==> config.mk <==
export PLATFORM = sky130hd
export DESIGN_NAME = crc_serial_engine
export DESIGN_NICKNAME = d
export VERILOG_FILES = /design/src/rtl/crc_pkg.sv /design/src/rtl/crc_bit_step.sv /design/src/rtl/crc_byte_ctrl.sv /design/src/rtl/crc_serial_engine.sv
export SDC_FILE = /design/constraint.sdc
export NUM_CORES = 1
export LEC_CHECK = 0
export BUFFER_PORTS_ARGS = -buffer_cell sky130_fd_sc_hd__buf_2
export CORE_ASPECT_RATIO = 1.75
export CORE_MARGIN = 4
export CORE_UTILIZATION = 45
export CTS_CLUSTER_SIZE = 24
export DETAILED_ROUTE_END_ITERATION = 10
export PLACE_DENSITY = 0.77
export SETUP_SLACK_MARGIN = 0.05
export SLEW_MARGIN = 10
export SYNTH_ARGS = -nofsm -noshare
export SYNTH_HDL_FRONTEND = slang
export SYNTH_SLANG_ARGS = --single-unit
==> constraint.sdc <==
create_clock -name clk -period 1.9 [get_ports clk]
set_input_delay 0.38 -clock clk [delete_from_list [all_inputs] [get_ports clk]]
set_output_delay 0.38 -clock clk [all_outputs]
set_load 0.03 [all_outputs]
==> src/rtl/crc_pkg.sv <==
package crc_pkg;
    localparam int CRC_W  = 32;
    localparam int BYTE_W = 8;
    localparam int CNT_W  = $clog2(BYTE_W + 1);

    typedef logic [CRC_W-1:0]  crc_word_t;
    typedef logic [BYTE_W-1:0] byte_t;
    typedef logic [CNT_W-1:0]  bitcnt_t;

    typedef struct packed {
        crc_word_t rem;
        crc_word_t poly;
        byte_t     data;
    } dp_state_t;

    typedef struct packed {
        bitcnt_t left;
        logic    done;
    } ctrl_state_t;
endpackage

==> src/rtl/crc_bit_step.sv <==
module crc_bit_step #(
    parameter int W = 32
) (
    input  logic [W-1:0] rem_i,
    input  logic [W-1:0] poly_i,
    input  logic         din_i,
    output logic [W-1:0] rem_o
);
    logic [W-1:0] shifted;

    always_comb begin
        shifted = rem_i >> 1;
        // feedback taken from the bit that falls off, mixed with the data bit
        if (rem_i[0] ^ din_i) begin
            rem_o = shifted ^ poly_i;
        end else begin
            rem_o = shifted;
        end
    end
endmodule

==> src/rtl/crc_byte_ctrl.sv <==
module crc_byte_ctrl
    import crc_pkg::*;
#(
    parameter int BITS = BYTE_W
) (
    input  logic clk,
    input  logic rst_n,
    input  logic valid_i,
    output logic ready_o,
    output logic accept_o,
    output logic step_o,
    output logic done_o
);
    ctrl_state_t st_d, st_q;

    always_comb begin
        st_d     = st_q;
        ready_o  = (st_q.left == '0);
        accept_o = valid_i && ready_o;
        step_o   = !ready_o;
        st_d.done = (st_q.left == bitcnt_t'(1));
        if (accept_o) begin
            st_d.left = bitcnt_t'(BITS);
        end else if (step_o) begin
            st_d.left = st_q.left - bitcnt_t'(1);
        end
    end

    always_ff @(posedge clk or negedge rst_n) begin
        if (!rst_n) begin
            st_q <= '0;
        end else begin
            st_q <= st_d;
        end
    end

    assign done_o = st_q.done;
endmodule

==> src/rtl/crc_serial_engine.sv <==
module crc_serial_engine
    import crc_pkg::*;
(
    input  logic        clk,
    input  logic        rst_n,
    input  logic        poly_we,
    input  logic [31:0] poly_in,
    input  logic        seed_we,
    input  logic [31:0] seed_in,
    input  logic        in_valid,
    input  logic [7:0]  in_byte,
    output logic        in_ready,
    output logic        done,
    output logic [31:0] remainder
);
    dp_state_t state_d, state_q;
    logic      accept, step;
    crc_word_t step_rem;

    crc_byte_ctrl #(.BITS(BYTE_W)) ctrl_i (
        .clk      (clk),
        .rst_n    (rst_n),
        .valid_i  (in_valid),
        .ready_o  (in_ready),
        .accept_o (accept),
        .step_o   (step),
        .done_o   (done)
    );

    crc_bit_step #(.W(CRC_W)) step_i (
        .rem_i  (state_q.rem),
        .poly_i (state_q.poly),
        .din_i  (state_q.data[0]),
        .rem_o  (step_rem)
    );

    always_comb begin
        state_d = state_q;
        if (in_ready) begin
            if (seed_we) state_d.rem  = seed_in;
            if (poly_we) state_d.poly = poly_in;
        end
        if (accept) begin
            state_d.data = in_byte;
        end
        if (step) begin
            state_d.rem  = step_rem;
            state_d.data = state_q.data >> 1;
        end
    end

    always_ff @(posedge clk or negedge rst_n) begin
        if (!rst_n) begin
            state_q <= '0;
        end else begin
            state_q <= state_d;
        end
    end

    assign remainder = state_q.rem;
endmodule

==> Yosys cells after proc, flatten, opt, wreduce, memory -nomap -nowiden <==
Index checks and enable logic that the tools add are counted.
{ "op_classes": {"n_addsub": 1, "eq_ne": 3, "muxes": 7, "bitwise": 2, "reduce_logical": 3} }
{ "op_table": {"columns": ["cell", "count"], "rows": [
  ["$mux W32", 3],
  ["$xor A31 B32 Y32", 1],
  ["$mux W8", 2],
  ["$mux W4", 2],
  ["$eq A4 B1 Y1 const B", 1],
  ["$logic_not A4 Y1", 1],
  ["$sub A4 B1 Y4 const B", 1],
  ["$ne A2 B1 Y1 const B", 1],
  ["$ne A2 B2 Y1 const B", 1],
  ["$reduce_and A2 Y1", 1],
  ["$logic_and A1 B1 Y1", 1],
  ["$xor A1 B1 Y1", 1]
]} }
{ "word_totals": {"ff_bits": 77, "in_bits": 77, "out_inout_bits": 34, "word_cells": 21} }

==> Logic depth before layout (Yosys ltp) <==
Gate-level depths: netlist of the first run.
{ "logic_depth": {"ltp_word": 4, "ltp_mapped": 9, "ltp_nobuf": 6} }

==> By module <==
From an unflattened synthesis of the first run, not the netlist that was laid out.
{ "hier_totals": {"cells_unflattened": 410, "area_unflattened_um2": 4624.4} }
{ "modules_own_cells": {"columns": ["module", "n_inst", "cells_per_inst", "area_each_um2", "seq_area_each_um2"], "rows": [
  ["crc_serial_engine", 1, 316, 3873.7, 1801.7],
  ["crc_bit_step", 1, 67, 454.2, 0.0],
  ["crc_byte_ctrl", 1, 27, 296.5, 125.1]
]} }

==> Worst setup path before layout of the first run <==
Ideal clock, no wire load.
{ "synth_path": {"path_kind": "flip-flop to output port", "startpoint": "register ctrl_i.st_q[1] (netlist name)", "endpoint": "output in_ready", "t_arrival_ns": 1.538, "required_ns": 1.520, "slack_ns": -0.018, "path_stages_with_launch": 8, "path_buffers": 3, "path_cell_list": "dfrtp_1 > inv_1 > ha_1 > or3b_1 > buf_6 > inv_4 > buf_4 > buf_4"} }
{ "synth_between": {"elab_chain_len": 1} }
{ "synth_rtl": {"columns": ["item", "line_no", "source"], "rows": [
  ["start: declaration", "crc_byte_ctrl.sv:14", "ctrl_state_t st_d, st_q;"],
  ["start signal: assignment", "crc_byte_ctrl.sv:33", "st_q <= st_d;"],
  ["$logic_not A4 Y1", "crc_byte_ctrl.sv:18", "ready_o = (st_q.left == '0);"],
  ["end: declaration", "crc_serial_engine.sv:12", "output logic in_ready,"]
]} }
No other way between the ends.

==> Worst setup path in the final report of the first run <==
Ends and elaborated chain as after synthesis.

==> impl_metrics.yaml, run 1 <==
status:
  status: "complete, no violations"
clocking:
  ctsHoldBuffers: 0
  cts_tree: "done"
  clk_pin_slew_worst_paths_ns: 0.06
  clock_path_buffers: 2
  clk_latency_ns: 0.33
  htree_num_levels: 3
  cts_buffers: 9
  cts_root_buf: "clkbuf_16"
  cts_num_sinks: 77
grt:
  grtUsageTotal_pct: 19.8
  antenna_found_initial: 0
  first_global_vias: 3431
  grt_pass1_wl_um: 16800
  overflow: 0
  grt_max_degree: 64
routing:
  vias: 3426
  detail-route-antenna-nets: 0
  wl_per_cell_um: 17.5
  drt-vias-per-instance: 5.62
  initialDrtViolationCount: 172
  firstDrtPassIters: 6
  wirelength_um: 10700
  post-route-drc-count: 0
floorplanning:
  core_area_sq_um: 9040
  die_h_um: 135
  dieArea_sq_um: 10900
  io_pins: 111
  start_util_pct: 45.9
  die_w_um: 80.6
  num_rows: 46
placement:
  place_ws_ns: 0.0133
  gp_congestion: 0.774
  portBuffers: 110
  postPlaceCellArea_sq_um: 4610
  hpwl_um: 6970
  placed_cells: 585
setup_path:
  crit_path_end_kind: "output port"
  required_ns: 1.52
  r2r_slack_ns: 0.01
  rr_endpoint: "state_q[39]"
  path_max_fanout: 2
  reg2reg_from: "ctrl_i.st_q[1]"
  arrival_ns: 1.52
  start_kind: "register"
  crit_type: "register to output port"
  reg2regPathDepth: 7
yosys:
  synthCells: 406
  synth.net_count: 485
  yosys-top-cells-area: "dfrtp_1 46%, o211ai_1 11%, mux2i_1 9.9%"
  avgSynthCellArea_sq_um: 10.2
  netlist_area_sq_um: 4150
  yosys.area.top_type: "dfrtp_1"
  synth_top_area_share_pct: 46.5
  yosys_warnings: 0
  ys_types: 25
  synth_seq_cells: 77
  synth_seq_area_share_pct: 46.5
timing:
  finalHoldViolCount: 0
  drv_slew: 0
  max_slew.worst_pin.slew_ns: 0.474
  finalCriticalPeriod_ns: 1.90
  max_freq_ghz: 0.527
  finalCritPeriodShare_pct: 99.8
  slew_headroom_pct: 68.4
  setup-violations-final: 0
  finClkSkew_ns: 0.00869
  finalWorstSetupSlack_ns: 0.00338
  rsz0062_at_grt: "yes"
power_and_ir_drop:
  p_per_area_nw_per_um2: 1720
  vdd_drop_max_mv: 1.21
  p_leak_uw: 0.00237
final_layout:
  mostFrequentLayoutCell: "buf_2"
  fin_area_sq_um: 5080
  drive_gt1_share_pct: 35.1
  layout_common_cells: "108 x buf_2, 77 x dfrtp_1, 62 x o211ai_1"
  antenna_cells: 0
  fin_nets: 564
  fin_util_pct: 56.2
  area_delta_synth_final_pct: 22.5
  stdcell_count: 610
min_path:
  hold_path_class: "input port to asynchronous set/reset pin"
job:
  maxCapViolations: 0
==> synth_stat cells <==
| cell type | n |
|---|---|
| a21oi_1 | 1 |
| and2_4 | 1 |
| buf_2 | 4 |
| buf_4 | 36 |
| buf_6 | 6 |
| clkbuf_1 | 19 |
| dfrtp_1 | 77 |
| ha_1 | 2 |
| inv_1 | 34 |
| inv_4 | 1 |
| mux2_1 | 1 |
| mux2i_1 | 41 |
| nand2_1 | 9 |
| nand3_1 | 31 |
| nor2_1 | 2 |
| nor3b_1 | 1 |
| o211ai_1 | 62 |
| o21ai_0 | 30 |
| o21ai_2 | 10 |
| o2bb2ai_1 | 1 |
| o32a_1 | 1 |
| or3_1 | 3 |
| or3b_1 | 1 |
| or4_1 | 31 |
| xnor2_1 | 1 |
==> stage by stage <==
step | setup TNS (ns) | hold slack [ns] | power, uW
2_1_floorplan | 0 | 0.0844 | 6150
3_3_place_gp | 0 | 0.357 | 6660
3_5_place_dp | 0 | 0.367 | 6860
4_1_cts | 0 | 0.0122 | 8550
5_1_grt | -0.463 | 0.0240 | 9340
6_report | 0 | 0.00121 | 8720
==> critical path: stages, from the launching register on <==
cell and delay [ns]:
dfrtp_1 0.38, inv_2 0.08, ha_4 0.13, or3b_4 0.40, clkinv_4 0.07, buf_8 0.12
==> area by class of cell <==
type                       count  area [sq um]
tap                          120           150
clock buffer                  12           246
fill                         821          3960
sequential                    77          1930
multi-input combinational    229          1710
clock inverter                 4          23.8
inverter                      35           136
timing repair buffer         133           886
==> flip-flops by register name (all words and copies together), names as in the netlist <==
name / count
state_q: 40
ctrl_i.done_o: 1
ctrl_i.st_q: 4
remainder: 32
==> where the power goes <==
| part | internal [uW] | switching [uW] | total [uW] |
|---|---|---|---|
| Clock | 916 | 650 | 1570 |
| Combinational | 1710 | 2480 | 4180 |
| Sequential | 2450 | 526 | 2970 |
==> how the worst max path moves through the flow <==
stage | startpoint | cells past startpoint | endpoint
floorplan | ctrl_i.st_q[1] | 8 | state_q[39]
global placement | ctrl_i.st_q[2] | 5 | in_ready
detailed placement | ctrl_i.st_q[2] | 5 | in_ready
CTS | ctrl_i.st_q[1] | 5 | in_ready
global route | ctrl_i.st_q[2] | 7 | state_q[39]
finish | ctrl_i.st_q[1] | 5 | in_ready
==> layer usage <==
layer  global-route usage [%]  routed length, um  vias up
li1                         -                  -     1604
met1                     23.9               4240     1708
met2                     34.4               5850       98
met3                     3.34                417       16
met4                     8.08                193        0
met5                        0                  0        -
==> what timing repair did <==
item / CTS / global route
gates resized for setup: 8 / 13
endpoints found under the setup margin: 33 / 48
setup buffers: 5 / 0
cloned: 0 / 4
pin swaps: 1 / 0
==> logic make-up (layout without fill, tap and decap cells) <==
family,Yosys count,after routing,share of synthesized area (%)
DFF,77,77,46.5
AOI/OAI and AO/OA,105,105,17.5
and+or+nand+nor,79,79,11.4
buffers and inverters,100,184,13.6
adders and majority gates,2,2,0.604
muxes,42,42,10.2
xor gates and xnor gates,1,1,0.211
Power figures use the tool's default switching activity.
==> run 2, diff against run 1 <==
--- a/config.mk
+++ b/config.mk
@@ -12,7 +12,7 @@
 export CTS_CLUSTER_SIZE = 24
 export DETAILED_ROUTE_END_ITERATION = 10
 export PLACE_DENSITY = 0.77
-export SETUP_SLACK_MARGIN = 0.05
+export SETUP_SLACK_MARGIN = 0.4
 export SLEW_MARGIN = 10
 export SYNTH_ARGS = -nofsm -noshare
 export SYNTH_HDL_FRONTEND = slang
==> run 2 against run 1 <==
The run now ends with setup timing left. Setup slack worse by 0.053 ns. Design area is 8.4% higher. Hold slack better by 0.27 ns. Critical path depth stayed put. Die area stayed put. Sequential cell count stayed put. Cell count is 2.8% higher. Register-to-register slack worse by 0.04 ns. Fmax is 2.7% lower. Clock-buffer cell count stayed put. Largest cell class unchanged.
==> impl_metrics.yaml, run 2 (synthesis gave the netlist of run 1 again) <==
power_and_ir_drop:
  p_total_uw: 9670
  p_per_area_nw_per_um2: 1760
  p_leak_uw: 0.00258
  vdd_drop_max_mv: 1.17
setup_path:
  worst_path_max_delay_cell: "or3b_4"
  arrival_ns: 1.57
  path_max_fanout: 3
  required_ns: 1.52
  reg2regPathDepth: 7
  max_stage_delay_ns: 0.41
  crit_path_end_kind: "output port"
  path_cells: "inv_2 -> ha_4 -> or3b_4 -> inv_8 -> buf_6"
  cp_top_family: "simple AND/OR/NAND/NOR gates"
  crit_cells: 5
  critPathBufInv: 3
  start_kind: "register"
  crit_type: "register to output port"
final_layout:
  drive_gt1_share_pct: 43.1
  seq_area_sq_um: 1930
  largest_reg_flops: 40
  fillers: 723
  multi_input_area_sq_um: 1820
  stdcell_count: 627
  layout_common_cells: "108 x buf_2, 77 x dfrtp_1, 62 x o211ai_1"
  fin_nets: 580
  mostFrequentLayoutCell: "buf_2"
  fin_util_pct: 60.9
  area_delta_synth_final_pct: 32.8
  largest_register: "state_q"
timing:
  finalCritPeriodShare_pct: 103
  drv_slew: 0
  finalCriticalPeriod_ns: 1.95
  finalHoldViolCount: 0
  max_slew.worst_pin.slew_ns: 0.346
  max_freq_ghz: 0.513
  setup-violations-final: 18
  slew_headroom_pct: 76.9
  finClkSkew_ns: 0.00566
  finalWorstSetupSlack_ns: -0.0498
  rsz0062_at_grt: "yes"
min_path:
  hold_path_depth: 2
  hold_path_class: "input port to register"
placement:
  hpwl_um: 7090
  gp_congestion: 0.796
  placed_cells: 585
  portBuffers: 110
routing:
  detail-route-antenna-nets: 0
  vias: 3633
  wirelength_um: 11500
  drt-vias-per-instance: 5.79
  wl_per_cell_um: 18.3
  post-route-drc-count: 0
  initialDrtViolationCount: 201
  firstDrtPassIters: 4
clocking:
  htree_num_levels: 3
  cts_num_sinks: 77
  clk_pin_slew_worst_paths_ns: 0.06
  cts_tree: "done"
  clock_path_buffers: 2
  cts_root_buf: "clkbuf_16"
  clk_latency_ns: 0.34
  cts_buffers: 9
floorplanning:
  start_util_pct: 45.9
  num_rows: 46
  core_area_sq_um: 9040
  die_h_um: 135
  io_pins: 111
  die_w_um: 80.6
  dieArea_sq_um: 10900
status:
  violations: "setup timing"
  status: "finished, violations left"
grt:
  grtUsageTotal_pct: 21.3
  overflow: 0
  grt_max_degree: 64
  antenna_found_initial: 1
  first_global_vias: 3724
  grt_pass1_wl_um: 17900
job:
  maxCapViolations: 0
run 2: final timing paths:
path | start | to | slack (ns)
setup / recovery | ctrl_i.st_q[2] | in_ready | -0.05
hold / removal | poly_in[31] | state_q[39] | 0.27
setup reg to reg | ctrl_i.st_q[2] | state_q[39] | -0.03
hold reg to reg | state_q[4] | state_q[3] | 0.49
max in group asynchronous | rst_n | state_q[7] | 0.80
min in group asynchronous | rst_n | remainder[13] | 0.50
run 2: metal layers:
layer | track usage [%] | wire (um) | vias to the layer above
met5 | 0 | 0 | -
met3 | 3.54 | 546 | 38
met1 | 25.2 | 4240 | 1803
li1 | - | - | 1643
met4 | 11.0 | 484 | 0
met2 | 36.3 | 6210 | 149
run 2: area by class of cell:
class	instances	share of cell area (%)
Clock buffer	12	4.66
Antenna cell	1	0.0455
Tap cell	120	2.73
Clock inverter	4	1.27
Timing Repair Buffer	149	20.6
Multi-Input combinational cell	229	33.1
Inverter	35	2.52
Sequential cell	77	35.0
run 2: repair_timing:
action	4_1_cts	5_1_grt
gates cloned	6	2
setup endpoints to repair	75	75
endpoints found under the hold margin	25	0
resized for setup	32	41
hold buffers	1	0
setup buffers	8	8
pin swaps	1	12
run 2: through the flow:
step	hold slack, ns	cell area (sq um)	setup TNS [ns]	worst slack (ns)
CTS	0.264	5230	-0.137	-0.0264
detailed placement	0.310	4590	-0.0585	-0.0311
global route	0.273	5510	-0.983	-0.0740
global placement	0.304	4590	0	0.0555
floorplan	0.0844	4180	0	0.0230
finish	0.274	5510	-0.199	-0.0498
run 2: power by group:
group | internal, uW | total (uW) | switching (uW)
clock | 1220 | 1880 | 658
sequential | 2450 | 2990 | 544
combinational | 2110 | 4800 | 2700
run 2: worst reg2reg max path: cells and delay by family (launching register included):
kind,cells,cell delay (ns)
adders and majority gates,1,0.13
buffers and inverters,3,0.31
DFF,1,0.39
muxes,1,0.31
and+or+nand+nor,2,0.67
